## config.mk

```make
export PLATFORM = sky130hd
export DESIGN_NAME = mac17_unit
export DESIGN_NICKNAME = d
export VERILOG_FILES = /design/src/rtl/mac17_pkg.sv /design/src/rtl/mac17_ext.sv /design/src/rtl/mac17_mul.sv /design/src/rtl/mac17_addsub.sv /design/src/rtl/mac17_unit.sv
export SDC_FILE = /design/constraint.sdc
export NUM_CORES = 1
export LEC_CHECK = 0
export ABC_AREA = 1
export BUFFER_PORTS_ARGS = -buffer_cell sky130_fd_sc_hd__clkbuf_2
export CORE_ASPECT_RATIO = 0.5
export CORE_MARGIN = 5
export CORE_UTILIZATION = 64
export DETAILED_ROUTE_END_ITERATION = 8
export GPL_TIMING_DRIVEN = 0
export HOLD_SLACK_MARGIN = 0.03
export PLACE_DENSITY = 0.84
export SLEW_MARGIN = 15
export SYNTH_ARGS = -nofsm -noshare
export SYNTH_HDL_FRONTEND = slang
export SYNTH_SLANG_ARGS = --single-unit
export TNS_END_PERCENT = 100
```

## constraint.sdc

```tcl
create_clock -name clk -period 9.9 [get_ports clk]
set_input_delay 1.485 -clock clk [delete_from_list [all_inputs] [get_ports clk]]
set_output_delay 1.485 -clock clk [all_outputs]
set_load 0.02 [all_outputs]
```

## src/rtl/mac17_pkg.sv

```systemverilog
package mac17_pkg;
  typedef enum logic [1:0] {
    OP_MPY  = 2'b00,
    OP_MAC  = 2'b01,
    OP_MSU  = 2'b10,
    OP_MPY2 = 2'b11
  } mac_op_e;
endpackage

```

## src/rtl/mac17_ext.sv

```systemverilog
module mac17_ext #(
  parameter int IW = 16
) (
  input  logic [IW-1:0] val,
  input  logic          is_signed,
  output logic [IW:0]   wide
);
  function automatic logic [IW:0] widen(input logic [IW-1:0] v, input logic s);
    return {s & v[IW-1], v};
  endfunction

  assign wide = widen(val, is_signed);
endmodule

```

## src/rtl/mac17_mul.sv

```systemverilog
module mac17_mul #(
  parameter int IW = 16,
  parameter int AW = 40
) (
  input  logic [IW:0]   xa,
  input  logic [IW:0]   xb,
  input  logic          frac,
  output logic [AW-1:0] prod
);
  localparam int XW = IW + 1;
  localparam int PW = 2 * XW;

  logic signed [PW-1:0] raw;
  logic        [AW-1:0] sext;

  assign raw  = $signed(xa) * $signed(xb);
  assign sext = {{(AW-PW){raw[PW-1]}}, raw};
  assign prod = frac ? (sext << 1) : sext;
endmodule

```

## src/rtl/mac17_addsub.sv

```systemverilog
module mac17_addsub #(
  parameter int AW = 40
) (
  input  logic [AW-1:0] acc,
  input  logic [AW-1:0] prod,
  input  logic [1:0]    op,
  output logic [AW-1:0] sum,
  output logic          ovf
);
  import mac17_pkg::*;

  function automatic logic add_ovf(input logic sa, input logic sb, input logic ss);
    return (sa == sb) && (ss != sa);
  endfunction

  function automatic logic sub_ovf(input logic sa, input logic sb, input logic ss);
    return (sa != sb) && (ss != sa);
  endfunction

  always_comb begin
    unique case (op)
      OP_MAC: begin
        sum = acc + prod;
        ovf = add_ovf(acc[AW-1], prod[AW-1], sum[AW-1]);
      end
      OP_MSU: begin
        sum = acc - prod;
        ovf = sub_ovf(acc[AW-1], prod[AW-1], sum[AW-1]);
      end
      default: begin
        sum = prod;
        ovf = 1'b0;
      end
    endcase
  end
endmodule

```

## src/rtl/mac17_unit.sv

```systemverilog
module mac17_unit #(
  parameter int IW = 16,
  parameter int AW = 40
) (
  input  logic          clk,
  input  logic          rst_n,
  input  logic          in_valid,
  input  logic [1:0]    op_sel,
  input  logic          frac_mode,
  input  logic [IW-1:0] a_in,
  input  logic          a_signed,
  input  logic [IW-1:0] b_in,
  input  logic          b_signed,
  input  logic          b_from_t,
  input  logic          t_load,
  input  logic [IW-1:0] t_din,
  input  logic [AW-1:0] acc_in,
  output logic          out_valid,
  output logic [AW-1:0] result,
  output logic          ovf
);
  localparam int XW = IW + 1;

  logic [IW-1:0] t_q;
  logic [IW-1:0] b_pick;
  logic [XW-1:0] a_wide, b_wide;
  logic [AW-1:0] prod_w, sum_w;
  logic          ovf_w;

  always_ff @(posedge clk) begin
    if (!rst_n)      t_q <= '0;
    else if (t_load) t_q <= t_din;
  end

  assign b_pick = b_from_t ? t_q : b_in;

  mac17_ext #(.IW(IW)) u_ext_a (.val(a_in),   .is_signed(a_signed), .wide(a_wide));
  mac17_ext #(.IW(IW)) u_ext_b (.val(b_pick), .is_signed(b_signed), .wide(b_wide));

  mac17_mul #(.IW(IW), .AW(AW)) u_mul (
    .xa(a_wide), .xb(b_wide), .frac(frac_mode), .prod(prod_w)
  );

  mac17_addsub #(.AW(AW)) u_addsub (
    .acc(acc_in), .prod(prod_w), .op(op_sel), .sum(sum_w), .ovf(ovf_w)
  );

  always_ff @(posedge clk) begin
    if (!rst_n) begin
      out_valid <= 1'b0;
      result    <= '0;
      ovf       <= 1'b0;
    end else begin
      out_valid <= in_valid;
      if (in_valid) begin
        result <= sum_w;
        ovf    <= ovf_w;
      end
    end
  end
endmodule

```

# [Yosys cells after proc, flatten, opt, wreduce, memory -nomap -nowiden]
# Cells that the tools add are included.
[op_classes] n_mux=4 n_addsub=2 n_shift=0 n_bitwise=2 n_mul=1 order_cmp=0 div=0 eq_ne=6 n_reduce_logical=2
[op_table] cell="40-bit one-hot mux with 2 select lines" count=1
[op_table] cell="40-bit adder" count=1
[op_table] cell="40-bit subtractor" count=1
[op_table] cell="17-bit by 17-bit multiplier with 34-bit output" count=1
[op_table] cell="34-bit two-way mux" count=1
[op_table] cell="16-bit two-way mux" count=1
[op_table] cell="1-bit inequality test" count=3
[op_table] cell="1-bit AND" count=2
[op_table] cell="2-bit by 1-bit == test with 1-bit output (second input constant)" count=1
[op_table] cell="2-bit == test (second input constant)" count=1
[op_table] cell="1-bit logical AND" count=2
[op_table] cell="1-bit one-hot mux with 2 select lines" count=1
[op_table] cell="1-bit == test" count=1
[word_totals] romBits=0 output_inout_bits=42 latch_bits=0 reg_bits=58 mem_count=0 ram_bits=0

# [Logic depth before layout (Yosys ltp)]
[logic_depth] ltp_word=8 depth_mapped=50 mapped_depth_nobuf=48

# [Modules after synthesis]
# A second synthesis with hierarchy kept.
[hier_totals] hier_cells=3635 hier_area_um2=22255.1
[modules_own_cells] module="mac17_mul" instances=1 seq_area_each_um2=0.0 cells_each=1704 area_per_inst_um2=12361.9
[modules_own_cells] module="mac17_addsub" instances=1 seq_area_each_um2=0.0 cells_each=1481 area_per_inst_um2=7080.5
[modules_own_cells] module="mac17_unit" instances=1 seq_area_each_um2=1161.1 cells_each=414 area_per_inst_um2=2557.5
[modules_own_cells] module="mac17_ext" instances=2 seq_area_each_um2=0.0 cells_each=18 area_per_inst_um2=127.6

# [Worst setup path before layout]
# OpenSTA, ideal clock, no wires.
[synth_timing] path_kind="in2reg" from="in b_from_t" to="reg result[36]" cell_stages=39 arrival_time_ps=8702 required_time_ps=9768 path_slack_ps=1065 cell_sequence="buf_2 clkbuf_1 or2_2 o21ai_1 nor2_1 fa_1 inv_1 fa_1 inv_1 fa_1 fa_1 fa_1 inv_1 fa_1 inv_1 ha_1 a21oi_1 o21ai_0 [3 not listed] nand2_1 nand2_1 inv_1 nand2_1 nand2_1 inv_1 ha_1 clkbuf_2 nor2_1 nand2_1 nor4_1 nand4_1 nand3_1 a21oi_1 o21ai_0 nand2_1 nand2_1 a21oi_1"
[synth_via] elab_chain_cells=6 word_cells_on_any_way=7 classes_between="add/sub: 2; mul: 1; mux: 3; bitwise: 1"
[synth_lines] item="start, declared" line_no="mac17_unit.sv:14" text="input logic b_from_t,"
[synth_lines] item="16-bit two-way mux (*)" line_no="mac17_unit.sv:35" text="assign b_pick = b_from_t ? t_q : b_in;"
[synth_lines] item="1-bit AND" line_no="mac17_ext.sv:9" text="return {s & v[IW-1], v};"
[synth_lines] item="17-bit by 17-bit multiplier with 34-bit output (*)" line_no="mac17_mul.sv:16" text="assign raw = $signed(xa) * $signed(xb);"
[synth_lines] item="34-bit two-way mux" line_no="mac17_mul.sv:18" text="assign prod = frac ? (sext << 1) : sext;"
[synth_lines] item="40-bit subtractor / 40-bit adder (equally long branches)" line_no="mac17_addsub.sv:27, mac17_addsub.sv:23"
[synth_lines] item="40-bit one-hot mux with 2 select lines (*)" line_no="mac17_addsub.sv:21" text="unique case (op)"
[synth_lines] item="end signal, assigned" line_no="mac17_unit.sv:56" text="result <= sum_w;"
[synth_lines] item="end, declared" line_no="mac17_unit.sv:19" text="output logic [AW-1:0] result,"
# Mark *: on every way between the ends. The rest lies on a longest branch, timed or not.
# A chain may end at the register's enable or synchronous reset.

# [Final worst setup path]
[layout_timing] from="in b_from_t" to="reg result[34]"
# Same word-level chain as after synthesis.

==> flow_summary_export.csv <==
group,metric,value,unit
synthesis,yosysTopAreaCellShare,29.48,%
layout,syn2layout_area_growth,10.49,%
setup_path,endpoint_kind,"register",
layout,n_antenna_cell,0,
setup_path,slowest_stage,"fa_1",
global_routing,grt_start_max_net_pins,15,
sta,setup_violations,0,
sta,tns,0,ps
layout,area.sequential,0.001161,mm^2
detailed_routing,final_antenna_net_count,0,
clock_tree,insertion_delay,350,ps
synthesis,synth-seq-cells,58,
setup_path,crit_path_max_incr_delay,560,ps
die,core,0.03143,mm^2
detailed_routing,wirelength,78750,um
hold_path,min_path_type,"reg -> reg",
die,die_area,0.03549,mm^2
clock_tree,cts.clk_slew.worst_paths,70,ps
sta,relSlewSlack,25.84,%
setup_path,r2r-end,"result[34]",
setup_path,r2r_start,"t_q[15]",
setup_path,worstSetupPathType,"in -> reg",
layout,layout_common_cells,"nand2_1 (670), inv_1 (598), nor2_1 (398), fa_1 (294), a21oi_1 (180)",
run,drv_cap,0,
global_routing,grt_pass1_wl,115700,um
clock_tree,cts_max_path_buffers,2,
detailed_routing,wire_per_inst,21.43,um
setup_path,cp.required,10120,ps
detailed_routing,first_pass_iters,8,
sta,timing.final.ws_setup,68.42,ps
clock_tree,holdBufCountCts,0,
place,hpwl,63960,um
die,ios,140,
clock_tree,cts.sinks,58,
sta,hold_viol,0,
setup_path,path_common_cell,"fa_1",
setup_path,worst-path-buf-inv,11,
layout,drive_gt1_share,11.84,%
clock_tree,cts_tree,"built",
place,gp_congestion,1.075,
setup_path,ff2ff_setup_slack,1190,ps
synthesis,ys.warnings.count,0,
synthesis,async_flop_share,0,%
global_routing,grt_util_all_layers,42.70,%
clock_tree,cts_buffers,9,
hold_path,holdCritStartpoint,"result[5]",
outcome,outcome,"finished clean",
setup_path,worst_setup_path_start_kind,"input port",
setup_path,crit_family,"adder cells",
synthesis,yosysSeqAreaShare,5.739,%
die,die_w,261.5,um
sta,tightest_slew,1101,ps
synthesis,syn_area_per_cell,6.569,um^2
place,dp_slack,-1201,ps
sta,fin_crit,9832,ps
detailed_routing,via_count,21950,
sta,period_share,99.31,%
sta,slew_violations,0,
layout,nNetsFinal,3798,
layout,layout.cells.non_filler,3674,
layout,layout_commonest_cell,"nand2_1",
die,initial_core_util,64.39,%
global_routing,grt-ovfl-total,0,
hold_path,holdPathStages,2,
detailed_routing,drc,0,
hold_path,min_to,"result[5]",
global_routing,antenna_found_initial,1,
clock_tree,htreeDepth,3,
detailed_routing,viasPerCell,5.975,
setup_path,rr_worst_depth,40,
synthesis,synth_fp_nets,3641,
synthesis,postSynthCellCount,3080,
synthesis,synth_top_flop_cell,"dfxtp_1",
synthesis,synth-edff-count,0,
synthesis,netlist-cell-type-count,53,
sta,fmax,101.7,MHz
place,port_buffers,130,
place,post-place-cells,3642,
layout,multi_input_area,0.01670,mm^2
detailed_routing,first_iter_violations,2677,
setup_path,arrival,10050,ps
global_routing,grt_pass1_vias,21210,
die,die_y,135.7,um
setup_path,worstPathMaxFanout,10,
clock_tree,cts_root_buffer,"clkbuf_16",
die,rows,46,
synthesis,synth_area_leaders,"fa_1 (29%), nand2_1 (13%), inv_1 (11%), ha_1 (10%), nor2_1 (7.7%)",
layout,fillCellCount,2631,
synthesis,syn-cell-area,0.02023,mm^2
synthesis,synth_top_area_cell,"fa_1",
sta,skew,14.06,ps
[cells by family (layout without fill, tap and decap cells)]
family | count (synthesis) | count (layout) | synth area share [%]
AOI/OAI and AO/OA | 449 | 449 | 12.02
DFF | 58 | 58 | 5.739
xor gates and xnor gates | 23 | 23 | 0.9956
and+or+nand+nor | 1364 | 1364 | 27.86
adders and majority gates | 463 | 463 | 39.69
muxes | 2 | 2 | 0.09895
buffers and inverters | 721 | 883 | 13.60
[per-stage QoR]
step	hold slack (ps)	utilization (%)	instance area, um^2
5_1_grt	509.8	71.14	22360
2_1_floorplan	455.0	-	20230
6_report	477.4	71.14	22360
4_1_cts	473.0	69.69	21900
3_3_place_gp	461.8	68.18	21420
3_5_place_dp	464.0	68.18	21420
[registers in the layout (all words and copies together) (netlist names)]
signal	count
result	40
t_q	16
out_valid	1
ovf	1
[worst max path at each step]
stage	cells past startpoint	to	from
finish	39	result[34]	b_from_t
global route	44	result[33]	b_from_t
CTS	39	result[35]	b_from_t
detailed placement	41	result[36]	b_from_t
global placement	40	result[36]	b_from_t
floorplan	39	result[36]	b_from_t
[worst min-delay path, cell delays in order, from the launching register on]
cell     delay [ps]
dfxtp_1         320
nand2_1          60
a21oi_1          60
[layer usage]
metal / vias up / global-route usage (%) / share of wire [%] / wire length [um]
met5: - / 0 / 0 / 0
li1: 9751 / - / - / -
met2: 1553 / 65.23 / 43 / 33850
met4: 0 / 21.08 / 6.5 / 5144
met3: 381 / 13.65 / 13 / 10440
met1: 10270 / 55.20 / 37 / 29320
[area by class of cell]
type / count / share of cell area [%]
multi-input combinational: 2301 / 74.70
inverter: 642 / 10.97
sequential: 58 / 5.194
timing repair buffer: 147 / 3.537
tap: 432 / 2.418
buffer: 77 / 1.673
clock buffer: 12 / 1.147
clock inverter: 4 / 0.3302
timing repair inverter: 1 / 0.03358
[timing repair]
item	4_1_cts	5_1_grt
pin swaps	0	4
buffers inserted	3	14
gates resized for setup	48	119
setup endpoints to repair	22	24
cloned	0	1
[cell usage after synthesis, types with 4 or more instances]
cell type,n
o21ai_1,33
buf_1,5
xnor2_1,9
inv_2,20
and2_1,4
o21a_1,6
a21o_1,5
nor2_1,415
nor2_2,6
nand4_1,17
ha_1,165
buf_2,21
clkbuf_1,47
inv_1,607
nand2_2,9
a31oi_1,10
o21bai_1,10
a21oi_2,8
nand3_2,6
dfxtp_1,58
nor3_1,21
or2_1,4
o211ai_1,4
a22oi_1,7
xor2_1,14
a21oi_1,190
or2_2,26
nor3_2,6
nand2_1,688
clkinv_1,15
o21ai_0,163
fa_1,298
nand3_1,147
Power is not shown: default switching activity piles up to over one toggle a cycle in this logic, so the estimate is an artifact.
